## src/rtl/vsr_pkg.sv

```systemverilog
package vsr_pkg;

   typedef enum logic [1:0] {
      VSR_ACTIVE = 2'd0,
      VSR_VBI    = 2'd1,
      VSR_FIELD  = 2'd2,
      VSR_NONE   = 2'd3
   } vsr_mode_e;

   localparam int VSR_CODE_LEN = 4;

   function automatic logic [3:0] vsr_prot(input logic f, input logic v, input logic h);
      return {v ^ h, f ^ h, f ^ v, f ^ v ^ h};
   endfunction

endpackage

```

## src/rtl/vsr_delay.sv

```systemverilog
module vsr_delay #(
   parameter int W     = 8,
   parameter int DEPTH = 4
) (
   input  logic                      clk,
   input  logic                      rst_n,
   input  logic [W-1:0]              d_i,
   output logic [DEPTH-1:0][W-1:0]   tap_o
);

   generate
      if (DEPTH < 1) begin : g_bad_depth
         $error("vsr_delay: DEPTH must be at least 1");
      end
   endgenerate

   genvar gi;
   generate
      for (gi = 0; gi < DEPTH; gi++) begin : g_stage
         always_ff @(posedge clk) begin
            if (!rst_n) begin
               tap_o[gi] <= '0;
            end else if (gi == 0) begin
               tap_o[gi] <= d_i;
            end else begin
               tap_o[gi] <= tap_o[(gi == 0) ? 0 : gi-1];
            end
         end
      end
   endgenerate

endmodule

```

## src/rtl/vsr_trs_decode.sv

```systemverilog
module vsr_trs_decode
   import vsr_pkg::*;
#(
   parameter int DW = 8
) (
   input  logic          clk,
   input  logic          rst_n,
   input  logic [DW-1:0] w_new,
   input  logic [DW-1:0] w_mid,
   input  logic [DW-1:0] w_old1,
   input  logic [DW-1:0] w_old,
   output logic          trs_o,
   output logic          lock_o,
   output logic          f_o,
   output logic          v_o,
   output logic          h_o,
   output logic          ctrl_o,
   output logic          fchg_o,
   output logic          err_o
);

   localparam int SH = DW - 8;
   localparam logic [DW-1:0] ALL1 = {DW{1'b1}};
   localparam int CW = $clog2(VSR_CODE_LEN);

   logic          locked_q, f_q, v_q, h_q;
   logic [CW-1:0] ctrl_cnt;
   logic          f_new, v_new, h_new, msb_ok, lsb_bad, bad;
   logic [3:0]    p_rx;

   assign trs_o  = (w_old == ALL1) && (w_old1 == '0) && (w_mid == '0);
   assign f_new  = w_new[6+SH];
   assign v_new  = w_new[5+SH];
   assign h_new  = w_new[4+SH];
   assign p_rx   = w_new[3+SH:SH];
   assign msb_ok = w_new[DW-1];

   generate
      if (SH > 0) begin : g_wide
         assign lsb_bad = |w_new[(SH > 0 ? SH-1 : 0):0];
      end else begin : g_narrow
         assign lsb_bad = 1'b0;
      end
   endgenerate

   assign bad = trs_o && ((p_rx != vsr_prot(f_new, v_new, h_new)) || !msb_ok || lsb_bad);

   assign lock_o = trs_o | locked_q;
   assign f_o    = trs_o ? f_new : f_q;
   assign v_o    = trs_o ? v_new : v_q;
   assign h_o    = trs_o ? h_new : h_q;
   assign ctrl_o = trs_o | (ctrl_cnt != '0);
   assign fchg_o = trs_o && (!locked_q || (f_new != f_q));

   always_ff @(posedge clk) begin
      if (!rst_n) begin
         locked_q <= 1'b0;
         f_q      <= 1'b0;
         v_q      <= 1'b0;
         h_q      <= 1'b0;
         ctrl_cnt <= '0;
         err_o    <= 1'b0;
      end else begin
         if (trs_o) begin
            locked_q <= 1'b1;
            f_q      <= f_new;
            v_q      <= v_new;
            h_q      <= h_new;
            ctrl_cnt <= CW'(VSR_CODE_LEN - 1);
         end else if (ctrl_cnt != '0) begin
            ctrl_cnt <= ctrl_cnt - 1'b1;
         end
         if (bad) begin
            err_o <= 1'b1;
         end
      end
   end

   AST_TRS_LOCKS: assert property (@(posedge clk) disable iff (!rst_n)
      trs_o |=> lock_o);
   AST_CODE_SPAN: assert property (@(posedge clk) disable iff (!rst_n)
      trs_o |=> ctrl_o);
   AST_ERR_STICKY: assert property (@(posedge clk) disable iff (!rst_n)
      err_o |=> err_o);

endmodule

```

## src/rtl/vsr_gate.sv

```systemverilog
module vsr_gate
   import vsr_pkg::*;
#(
   parameter int DW = 8
) (
   input  logic          clk,
   input  logic          rst_n,
   input  logic [1:0]    mode_i,
   input  logic [DW-1:0] word_i,
   input  logic          trs_i,
   input  logic          lock_i,
   input  logic          f_i,
   input  logic          v_i,
   input  logic          h_i,
   input  logic          ctrl_i,
   input  logic          fchg_i,
   output logic          out_valid,
   output logic [DW-1:0] out_data,
   output logic          out_sol,
   output logic          out_sof,
   output logic          out_field
);

   vsr_mode_e mode;
   logic      pass, sol_q, sof_q, sol_eff, sof_eff;

   assign mode = vsr_mode_e'(mode_i);

   always_comb begin
      pass = 1'b0;
      if (lock_i) begin
         unique case (mode)
            VSR_ACTIVE: pass = !ctrl_i && !v_i && !h_i;
            VSR_VBI:    pass = v_i;
            VSR_FIELD:  pass = 1'b1;
            VSR_NONE:   pass = 1'b0;
            default:    pass = 1'b0;
         endcase
      end
   end

   assign sol_eff = trs_i ? !h_i : sol_q;
   assign sof_eff = fchg_i | sof_q;

   always_ff @(posedge clk) begin
      if (!rst_n) begin
         sol_q     <= 1'b0;
         sof_q     <= 1'b0;
         out_valid <= 1'b0;
         out_data  <= '0;
         out_sol   <= 1'b0;
         out_sof   <= 1'b0;
         out_field <= 1'b0;
      end else begin
         sol_q     <= pass ? 1'b0 : sol_eff;
         sof_q     <= pass ? 1'b0 : sof_eff;
         out_valid <= pass;
         out_sol   <= pass && sol_eff;
         out_sof   <= pass && sof_eff;
         if (pass) begin
            out_data  <= word_i;
            out_field <= f_i;
         end
      end
   end

   AST_NO_PASS_UNLOCKED: assert property (@(posedge clk) disable iff (!rst_n)
      !lock_i |=> !out_valid);
   AST_ACTIVE_DROPS_CODE: assert property (@(posedge clk) disable iff (!rst_n)
      (mode == VSR_ACTIVE && ctrl_i) |=> !out_valid);
   AST_VBI_ONLY: assert property (@(posedge clk) disable iff (!rst_n)
      (mode == VSR_VBI && !v_i) |=> !out_valid);
   AST_FIELD_ALL: assert property (@(posedge clk) disable iff (!rst_n)
      (mode == VSR_FIELD && lock_i) |=> out_valid);
   AST_NONE_SILENT: assert property (@(posedge clk) disable iff (!rst_n)
      (mode == VSR_NONE) |=> !out_valid);
   AST_SOL_SINGLE: assert property (@(posedge clk) disable iff (!rst_n)
      out_sol |=> !out_sol);

endmodule

```

## src/rtl/vid656_rx.sv

```systemverilog
module vid656_rx
   import vsr_pkg::*;
#(
   parameter int DW = 8
) (
   input  logic          clk,
   input  logic          rst_n,
   input  logic [1:0]    mode_i,
   input  logic [DW-1:0] din,
   output logic          out_valid,
   output logic [DW-1:0] out_data,
   output logic          out_sol,
   output logic          out_sof,
   output logic          out_field,
   output logic          prot_err
);

   generate
      if (DW != 8 && DW != 10) begin : g_bad_dw
         $error("vid656_rx: DW must be 8 or 10");
      end
   endgenerate

   logic [VSR_CODE_LEN-1:0][DW-1:0] taps;
   logic trs, lock, fl, vb, hb, ctrl, fchg;

   vsr_delay #(.W(DW), .DEPTH(VSR_CODE_LEN)) u_delay (
      .clk   (clk),
      .rst_n (rst_n),
      .d_i   (din),
      .tap_o (taps)
   );

   vsr_trs_decode #(.DW(DW)) u_dec (
      .clk    (clk),
      .rst_n  (rst_n),
      .w_new  (taps[0]),
      .w_mid  (taps[1]),
      .w_old1 (taps[2]),
      .w_old  (taps[3]),
      .trs_o  (trs),
      .lock_o (lock),
      .f_o    (fl),
      .v_o    (vb),
      .h_o    (hb),
      .ctrl_o (ctrl),
      .fchg_o (fchg),
      .err_o  (prot_err)
   );

   vsr_gate #(.DW(DW)) u_gate (
      .clk       (clk),
      .rst_n     (rst_n),
      .mode_i    (mode_i),
      .word_i    (taps[VSR_CODE_LEN-1]),
      .trs_i     (trs),
      .lock_i    (lock),
      .f_i       (fl),
      .v_i       (vb),
      .h_i       (hb),
      .ctrl_i    (ctrl),
      .fchg_i    (fchg),
      .out_valid (out_valid),
      .out_data  (out_data),
      .out_sol   (out_sol),
      .out_sof   (out_sof),
      .out_field (out_field)
   );

endmodule

```

## config.mk

```make
export PLATFORM = sky130hd
export DESIGN_NAME = vid656_rx
export DESIGN_NICKNAME = d
export VERILOG_FILES = /design/src/rtl/vsr_pkg.sv /design/src/rtl/vsr_delay.sv /design/src/rtl/vsr_trs_decode.sv /design/src/rtl/vsr_gate.sv /design/src/rtl/vid656_rx.sv
export SDC_FILE = /design/constraint.sdc
export NUM_CORES = 1
export LEC_CHECK = 0
export ABC_CLOCK_PERIOD_IN_PS = 3620
export BUFFER_PORTS_ARGS = -buffer_cell sky130_fd_sc_hd__buf_2
export CAP_MARGIN = 20
export CORE_AREA = 2 2 61 63
export CTS_BUF_LIST = sky130_fd_sc_hd__clkbuf_8
export CTS_CLUSTER_DIAMETER = 50
export DETAILED_ROUTE_END_ITERATION = 6
export DIE_AREA = 0 0 63 65
export GPL_TIMING_DRIVEN = 0
export PLACE_DENSITY_LB_ADDON = 0.1
export SYNTH_ARGS = -nofsm -noshare
export SYNTH_HDL_FRONTEND = slang
export SYNTH_SLANG_ARGS = --single-unit
```

## constraint.sdc

```tcl
create_clock -name clk -period 3.62 [get_ports clk]
set_clock_uncertainty 0.15 [all_clocks]
set_input_delay 0.181 -clock clk [delete_from_list [all_inputs] [get_ports clk]]
set_output_delay 0.181 -clock clk [all_outputs]
set_load 0.01 [all_outputs]
```

==> impl_metrics.tcl, run 1 <==
set metrics [dict create \
    status "finished clean" \
    synth-seq-cells 53 \
    cts_buffer_depth 2 \
    routabilityCongestion 0.8619 \
    cellPowerDensity_nw_per_um2 511.7 \
    synth_cell_types 36 \
    seq_area_frac_synth 0.5550 \
    cts_resized 0 \
    grt_pass1_vias 1293 \
    r2r-end "u_gate.out_field$_SDFFE_PN0P_" \
    setup_viol 0 \
    p_sw_mw 0.2464 \
    grt_max_degree 17 \
    p_seq_frac 0.523 \
    drc 0 \
    drive_above_1_share 0.1688 \
    swShare 0.2088 \
    tritoncts "yes" \
    io_pins 25 \
    grt_pass1_wl_microns 5464 \
    hpwlAfterDp_microns 2375 \
    comb_power_share 0.093 \
    synth_nets 204 \
    coreArea_sq_um 3496 \
    rsz0062_at_grt "no" \
    synthAdderAreaFrac 0.006545 \
    synth_compound_area_frac 0.07330 \
    slew_headroom 0.6443 \
    start_kind "flip-flop" \
    synth_area_per_cell_sq_um 10.01 \
    crit_required_ns 3.66 \
    slew_viol_final 0 \
    clock.fmax_ghz 0.3529 \
    r2r_cells 6 \
    syn_inst 191 \
    ant_nets 0 \
    postCtsHoldBufs 8 \
    synth_top_family_by_area "simple AND/OR/NAND/NOR gates" \
    io_buffers 24 \
    n_antenna_cell 0 \
    final-hold-violation-count 0 \
    p_int_mw 0.9337 \
    min_period_ns 2.834 \
    first_pass_iters 4 \
    antenna_found_initial 0 \
    final_cell_mix "53 x dfxtp_1, 30 x and2_1, 24 x buf_2" \
    worst-path-max-fanout 9 \
    overflow 0 \
    maxCapViolations 0 \
    critPathMostFrequentCell "or4_1" \
    start_util 0.5469 \
    dpl.cell_count 263 \
    layout.nets 243 \
    hold_path.class "input port to flip-flop" \
    die_area_sq_um 4095 \
    hold_slack_ns 0.1076 \
    synth_xor_area_frac 0.01374 \
    muxShareOfSynthArea 0.07395 \
    clk_pin_slew_worst_paths_ns 0.09 \
    wl_met3_microns 97 \
    finalPower_mw 1.180 \
    wl_microns 3291 \
    tns_ns 0 \
    irDropWorstVdd_mv 0.3199 \
    fin_crit_sh 0.7828 \
    avgRoutedWirePerCell_microns 11.80 \
    syn_to_final_growth_pct 20.62 \
    cts_sinks 53 \
    clkPwrFrac 0.385 \
    die_h_microns 65 \
    synth_warnings 0 \
    cp_slowest_cell "or4_1" \
    synthArstFlopShare 0 \
    stdcell_count 279 \
    end_kind "flip-flop" \
    synth_edf_count 0 \
    worst_pin_slew_ns 0.5262 \
    worstSetupPathType "flip-flop to flip-flop" \
    worstPathArrival_ns 2.88 \
    rows 22 \
    cts_buffers 5 \
    dr.max_layer_used "met4" \
    worst_skew_pair.late_latency_ns 0.30 \
    track_usage 0.1780 \
    postCtsSetupBuffers 0 \
    synth_ff_type "dfxtp_1" \
    route.vias.total 1363 \
    syn-cell-area_sq_um 1912 \
    r2r-start "u_delay.tap_o[21]$_SDFF_PN0_" \
    mostFrequentLayoutCell "dfxtp_1" \
    via_per_inst 4.885 \
    worstSetupStartpoint "u_delay.tap_o[21]$_SDFF_PN0_" \
    cts_root_buf "clkbuf_8" \
    fp.dieW_microns 63 \
    power.leakage_nw 0.9367 \
    cp_cell_sequence "or4_1 > or4_1 > clkbuf_2 > nor2_2 > o2111a_2 > mux2_2" \
    h-tree-depth 2 \
    wl_met2_microns 1732 \
    cp-endpoint "u_gate.out_field$_SDFFE_PN0P_" \
    m1WireLength_microns 1402 \
    slowest_delay_ns 0.55 \
    regToRegSetupSlack_ns 0.79 \
    drtIter0Drc 30 \
    synthSimpleGateAreaFrac 0.2395 \
]
==> worst max-delay path: cells and delay by family, from the launching register on <==
family	cells	cell delay, ns
AO/OA/AOI/OAI	1	0.31
multiplexers	1	0.34
flip-flops	1	0.32
buffers and inverters	1	0.17
AND/OR/NAND/NOR	3	1.43
==> synth_stat cells (all sizes together) (2+ instances only) <==
cell | n | share of area
nor2 | 12 | 0.025
dfxtp | 53 | 0.55
clkbuf | 8 | 0.016
nor3b | 2 | 0.0079
or4 | 5 | 0.020
nand2b | 2 | 0.0065
mux2i | 13 | 0.068
nor3 | 3 | 0.0079
inv | 8 | 0.016
a211oi | 2 | 0.0079
a21oi | 7 | 0.018
o21a | 3 | 0.012
o21ai | 2 | 0.0052
xnor2 | 2 | 0.0092
and2 | 30 | 0.098
nand2 | 20 | 0.039
o41ai | 2 | 0.0092
==> power by group through the flow <==
stage | Sequential, mW | Combinational [mW] | Clock (mW)
after floorplan | 0.627 | 0.0807 | 0
after global placement | 0.629 | 0.0973 | 0
after detailed placement | 0.631 | 0.104 | 0
after CTS | 0.617 | 0.111 | 0.461
after global routing | 0.620 | 0.130 | 0.487
final | 0.617 | 0.109 | 0.454
==> layer usage <==
metal | vias up | GRT usage
li1 | 715 | -
met1 | 618 | 0.1716
met2 | 24 | 0.3511
met3 | 6 | 0.03646
met4 | 0 | 0.09444
met5 | - | 0
==> worst min-delay path by stage <==
stage / endpoint / startpoint / slack (ns) / cells past startpoint
2_1_floorplan: u_delay.tap_o[0]$_SDFF_PN0_ / din[0] / 0.16 / 1
3_3_place_gp: u_delay.tap_o[0]$_SDFF_PN0_ / din[0] / 0.24 / 2
3_5_place_dp: u_delay.tap_o[0]$_SDFF_PN0_ / din[0] / 0.24 / 2
4_1_cts: u_gate.out_field$_SDFFE_PN0P_ / rst_n / 0.10 / 3
5_1_grt: u_gate.out_field$_SDFFE_PN0P_ / rst_n / 0.15 / 3
6_report: u_gate.out_field$_SDFFE_PN0P_ / rst_n / 0.11 / 3
==> layout make-up <==
cell class / count / area (sq um)
fillers: 311 / 1190
flip-flops and latches: 53 / 1061
multi-input cells: 121 / 778.2
repair buffers: 32 / 200.2
clock buffers: 5 / 68.82
clock inverters: 3 / 65.06
well taps: 48 / 60.06
plain buffers: 9 / 42.54
inverters: 8 / 30.03
==> sequential cells by signal (all words and copies together), names as in the netlist <==
| signal | flops |
|---|---|
| u_dec.ctrl_cnt | 2 |
| u_dec.err_o | 1 |
| u_dec.f_q | 1 |
| u_dec.h_q | 1 |
| u_dec.locked_q | 1 |
| u_dec.v_q | 1 |
| u_delay.tap_o | 32 |
| u_gate.out_data | 8 |
| u_gate.out_field | 1 |
| u_gate.out_sof | 1 |
| u_gate.out_sol | 1 |
| u_gate.out_valid | 1 |
| u_gate.sof_q | 1 |
| u_gate.sol_q | 1 |
==> cell families (layout without fill, tap and decap cells) <==
family                     count (synthesis)  after routing
and+or+nand+nor                           83             83
DFF                                       53             53
AOI/OAI and AO/OA                         20             20
muxes                                     14             14
adders and majority gates                  1              1
xor gates and xnor gates                   3              3
buffers and inverters                     17             57
==> per-stage QoR <==
stage	util	setup slack, ns	cell area [sq um]
4_1_cts	0.6596	0.7568	2306
2_1_floorplan	-	0.9708	1912
3_3_place_gp	0.5984	0.8111	2092
5_1_grt	0.6596	0.5940	2306
6_report	0.6596	0.7863	2306
3_5_place_dp	0.5984	0.7877	2092
No activity file was read; power rests on OpenSTA's default activity.
==> inputs of run 2 (changes only) <==
- ABC_CLOCK_PERIOD_IN_PS: 3620 -> 2350
- CORE_AREA: 2 2 61 63 -> 2 2 64 66
- DIE_AREA: 0 0 63 65 -> 0 0 66 68
- clock period: 3.62 -> 2.35 ns (I/O delays scaled with it)
==> run 2 against run 1 <==
  * The run now ends with setup timing left
  * Die area is 9.6% higher
  * Combinational power is 61% higher
  * Hold slack worse by 0.058 ns
  * Wire length is 15% higher
  * Sequential cell count stayed put
  * Maximum frequency is 4.0% higher
  * Critical path depth stayed put
  * Utilization is 4.1 points lower
  * Largest power group unchanged
==> impl_metrics.tcl, run 2 (synthesis gave the netlist of run 1 again) <==
set metrics [dict create \
    min_period_ns 2.724 \
    finish.instance_area_sq_um 2386 \
    wl_microns 3777 \
    regMostFlops "u_delay.tap_o" \
    fin_crit_sh 1.159 \
    drive_above_1_share 0.2189 \
    die_h_microns 68 \
    crit_required_ns 2.40 \
    hold_depth 3 \
    layout.nets 245 \
    largest_reg_flops 32 \
    mostFrequentLayoutCell "dfxtp_1" \
    via_per_inst 5.000 \
    min_from "rst_n" \
    fillCellCount 329 \
    worst_pin_slew_ns 0.5591 \
    drc 0 \
    worst-path-max-fanout 6 \
    slew_viol_final 0 \
    end_kind "flip-flop" \
    slew_headroom 0.6220 \
    clk_pin_slew_worst_paths_ns 0.09 \
    reg_top3 "u_delay.tap_o: 32 flops, u_gate.out_data: 8 flops, u_dec.ctrl_cnt: 2 flops" \
    start_kind "flip-flop" \
    cts_buffers 5 \
    r2r-start "u_delay.tap_o[20]$_SDFF_PN0_" \
    hold_path.class "input port to flip-flop" \
    hpwlAfterDp_microns 2516 \
    grt_pass1_vias 1371 \
    worstSetupPathType "flip-flop to flip-flop" \
    start_util 0.4958 \
    cts_sinks 53 \
    route.vias.total 1415 \
    regToRegSetupSlack_ns -0.37 \
    setup_viol 14 \
    power.leakage_nw 0.9589 \
    final_util 0.6188 \
    n_antenna_cell 0 \
    ant_nets 0 \
    worst_skew_pair.late_latency_ns 0.30 \
    antenna_found_initial 0 \
    grt_max_degree 16 \
    irDropWorstVdd_mv 0.6058 \
    coreArea_sq_um 3856 \
    r2r_cells 6 \
    worstPathArrival_ns 2.78 \
    rows 23 \
    status "finished, violations left" \
    first_pass_iters 4 \
    cts_buffer_depth 2 \
    violations "setup timing" \
    io_pins 25 \
    overflow 0 \
    worst_slack_ns -0.3745 \
    placed_area_sq_um 2105 \
    cellPowerDensity_nw_per_um2 731.9 \
    grt_pass1_wl_microns 6078 \
    syn_to_final_growth_pct 24.80 \
    avgRoutedWirePerCell_microns 13.35 \
    io_buffers 24 \
    cts_root_buf "clkbuf_8" \
    worstHoldEndpoint "u_gate.out_field$_SDFFE_PN0P_" \
    routabilityCongestion 0.7965 \
    rsz0062_at_grt "yes" \
    h-tree-depth 2 \
    fp.dieW_microns 66 \
    final-hold-violation-count 0 \
    drtIter0Drc 62 \
    final_cell_mix "51 x dfxtp_1, 29 x and2_1, 24 x buf_2" \
    tritoncts "yes" \
    maxCapViolations 0 \
    clock.fmax_ghz 0.3670 \
    r2r-end "u_gate.out_valid$_SDFF_PN0_" \
    die_area_sq_um 4488 \
    track_usage 0.1834 \
]
## run 2: cell count changes in the layout (fill, tap and decap cells not counted), moves of 2 or more
cell / before / now
nor3_1: 3 / 1
nor3b_2: 0 / 2
dfxtp_2: 0 / 2
or4_1: 5 / 1
dfxtp_1: 53 / 51
or4_4: 0 / 4
buf_4: 0 / 2
nor3b_1: 2 / 0
## run 2: worst max-delay path by stage
stage / slack, ns / endpoint / cells past startpoint / start
after floorplan: -0.30 / u_gate.out_valid$_SDFF_PN0_ / 7 / u_delay.tap_o[11]$_SDFF_PN0_
after global placement: -0.43 / u_gate.out_field$_SDFFE_PN0P_ / 6 / u_delay.tap_o[11]$_SDFF_PN0_
after detailed placement: -0.48 / u_gate.out_data[6]$_SDFFE_PN0P_ / 7 / u_delay.tap_o[11]$_SDFF_PN0_
after CTS: -0.44 / u_gate.out_valid$_SDFF_PN0_ / 7 / u_delay.tap_o[11]$_SDFF_PN0_
after global routing: -0.42 / u_gate.out_data[3]$_SDFFE_PN0P_ / 6 / u_delay.tap_o[20]$_SDFF_PN0_
final: -0.37 / u_gate.out_valid$_SDFF_PN0_ / 6 / u_delay.tap_o[20]$_SDFF_PN0_
## run 2: repair_timing
| item | 4_1_cts | 5_1_grt |
|---|---|---|
| cloned | 0 | 1 |
| hold endpoints to repair | 8 | 0 |
| endpoints found under the setup margin | 17 | 16 |
| hold buffers | 8 | 0 |
| pin swaps | 0 | 2 |
| resized for setup | 9 | 6 |
| setup buffers | 2 | 0 |
## run 2: metrics by stage
stage	setup TNS, ns	hold slack, ns	std cells	total power [mW]	worst slack [ns]
2_1_floorplan	-3.380	0.09479	191	1.090	-0.2980
3_3_place_gp	-5.363	0.1720	265	1.120	-0.4349
3_5_place_dp	-5.943	0.1769	265	1.134	-0.4768
4_1_cts	-5.506	0.04458	283	1.765	-0.4389
5_1_grt	-5.461	0.05783	283	1.832	-0.4198
6_report	-4.760	0.04996	283	1.746	-0.3745
## run 2: metal layers
metal  global-route usage  vias to the layer above  part of all wire
li1                     -                      716                 -
met1               0.1950                      656              0.43
met2               0.3308                       35              0.50
met3              0.05921                        8             0.046
met4              0.08673                        0             0.016
met5                    0                        -                 0
## run 2: final cells by class
type,instances,area (sq um),area share
Timing Repair Buffer,35,240.2,0.1007
Sequential cell,53,1064,0.4457
Multi-Input combinational cell,121,827.0,0.3466
Buffer,8,46.29,0.01940
Tap cell,50,62.56,0.02622
Clock inverter,2,33.78,0.01416
Clock buffer,6,82.58,0.03461
Inverter,8,30.03,0.01259
## run 2: power breakdown
part | internal [mW] | switching [mW] | leakage, nW
sequential | 0.932 | 0.0196 | 0.433
combinational | 0.0879 | 0.0885 | 0.464
clock | 0.343 | 0.276 | 0.0626
total | 1.36 | 0.384 | 0.959
## run 2: critical path, cell delays in order, from the launching register on
cell and delay, ns:
dfxtp_2 0.33, or4_4 0.53, or4_4 0.60, or4_4 0.49, o2111a_2 0.21, buf_12 0.17, and2_4 0.14
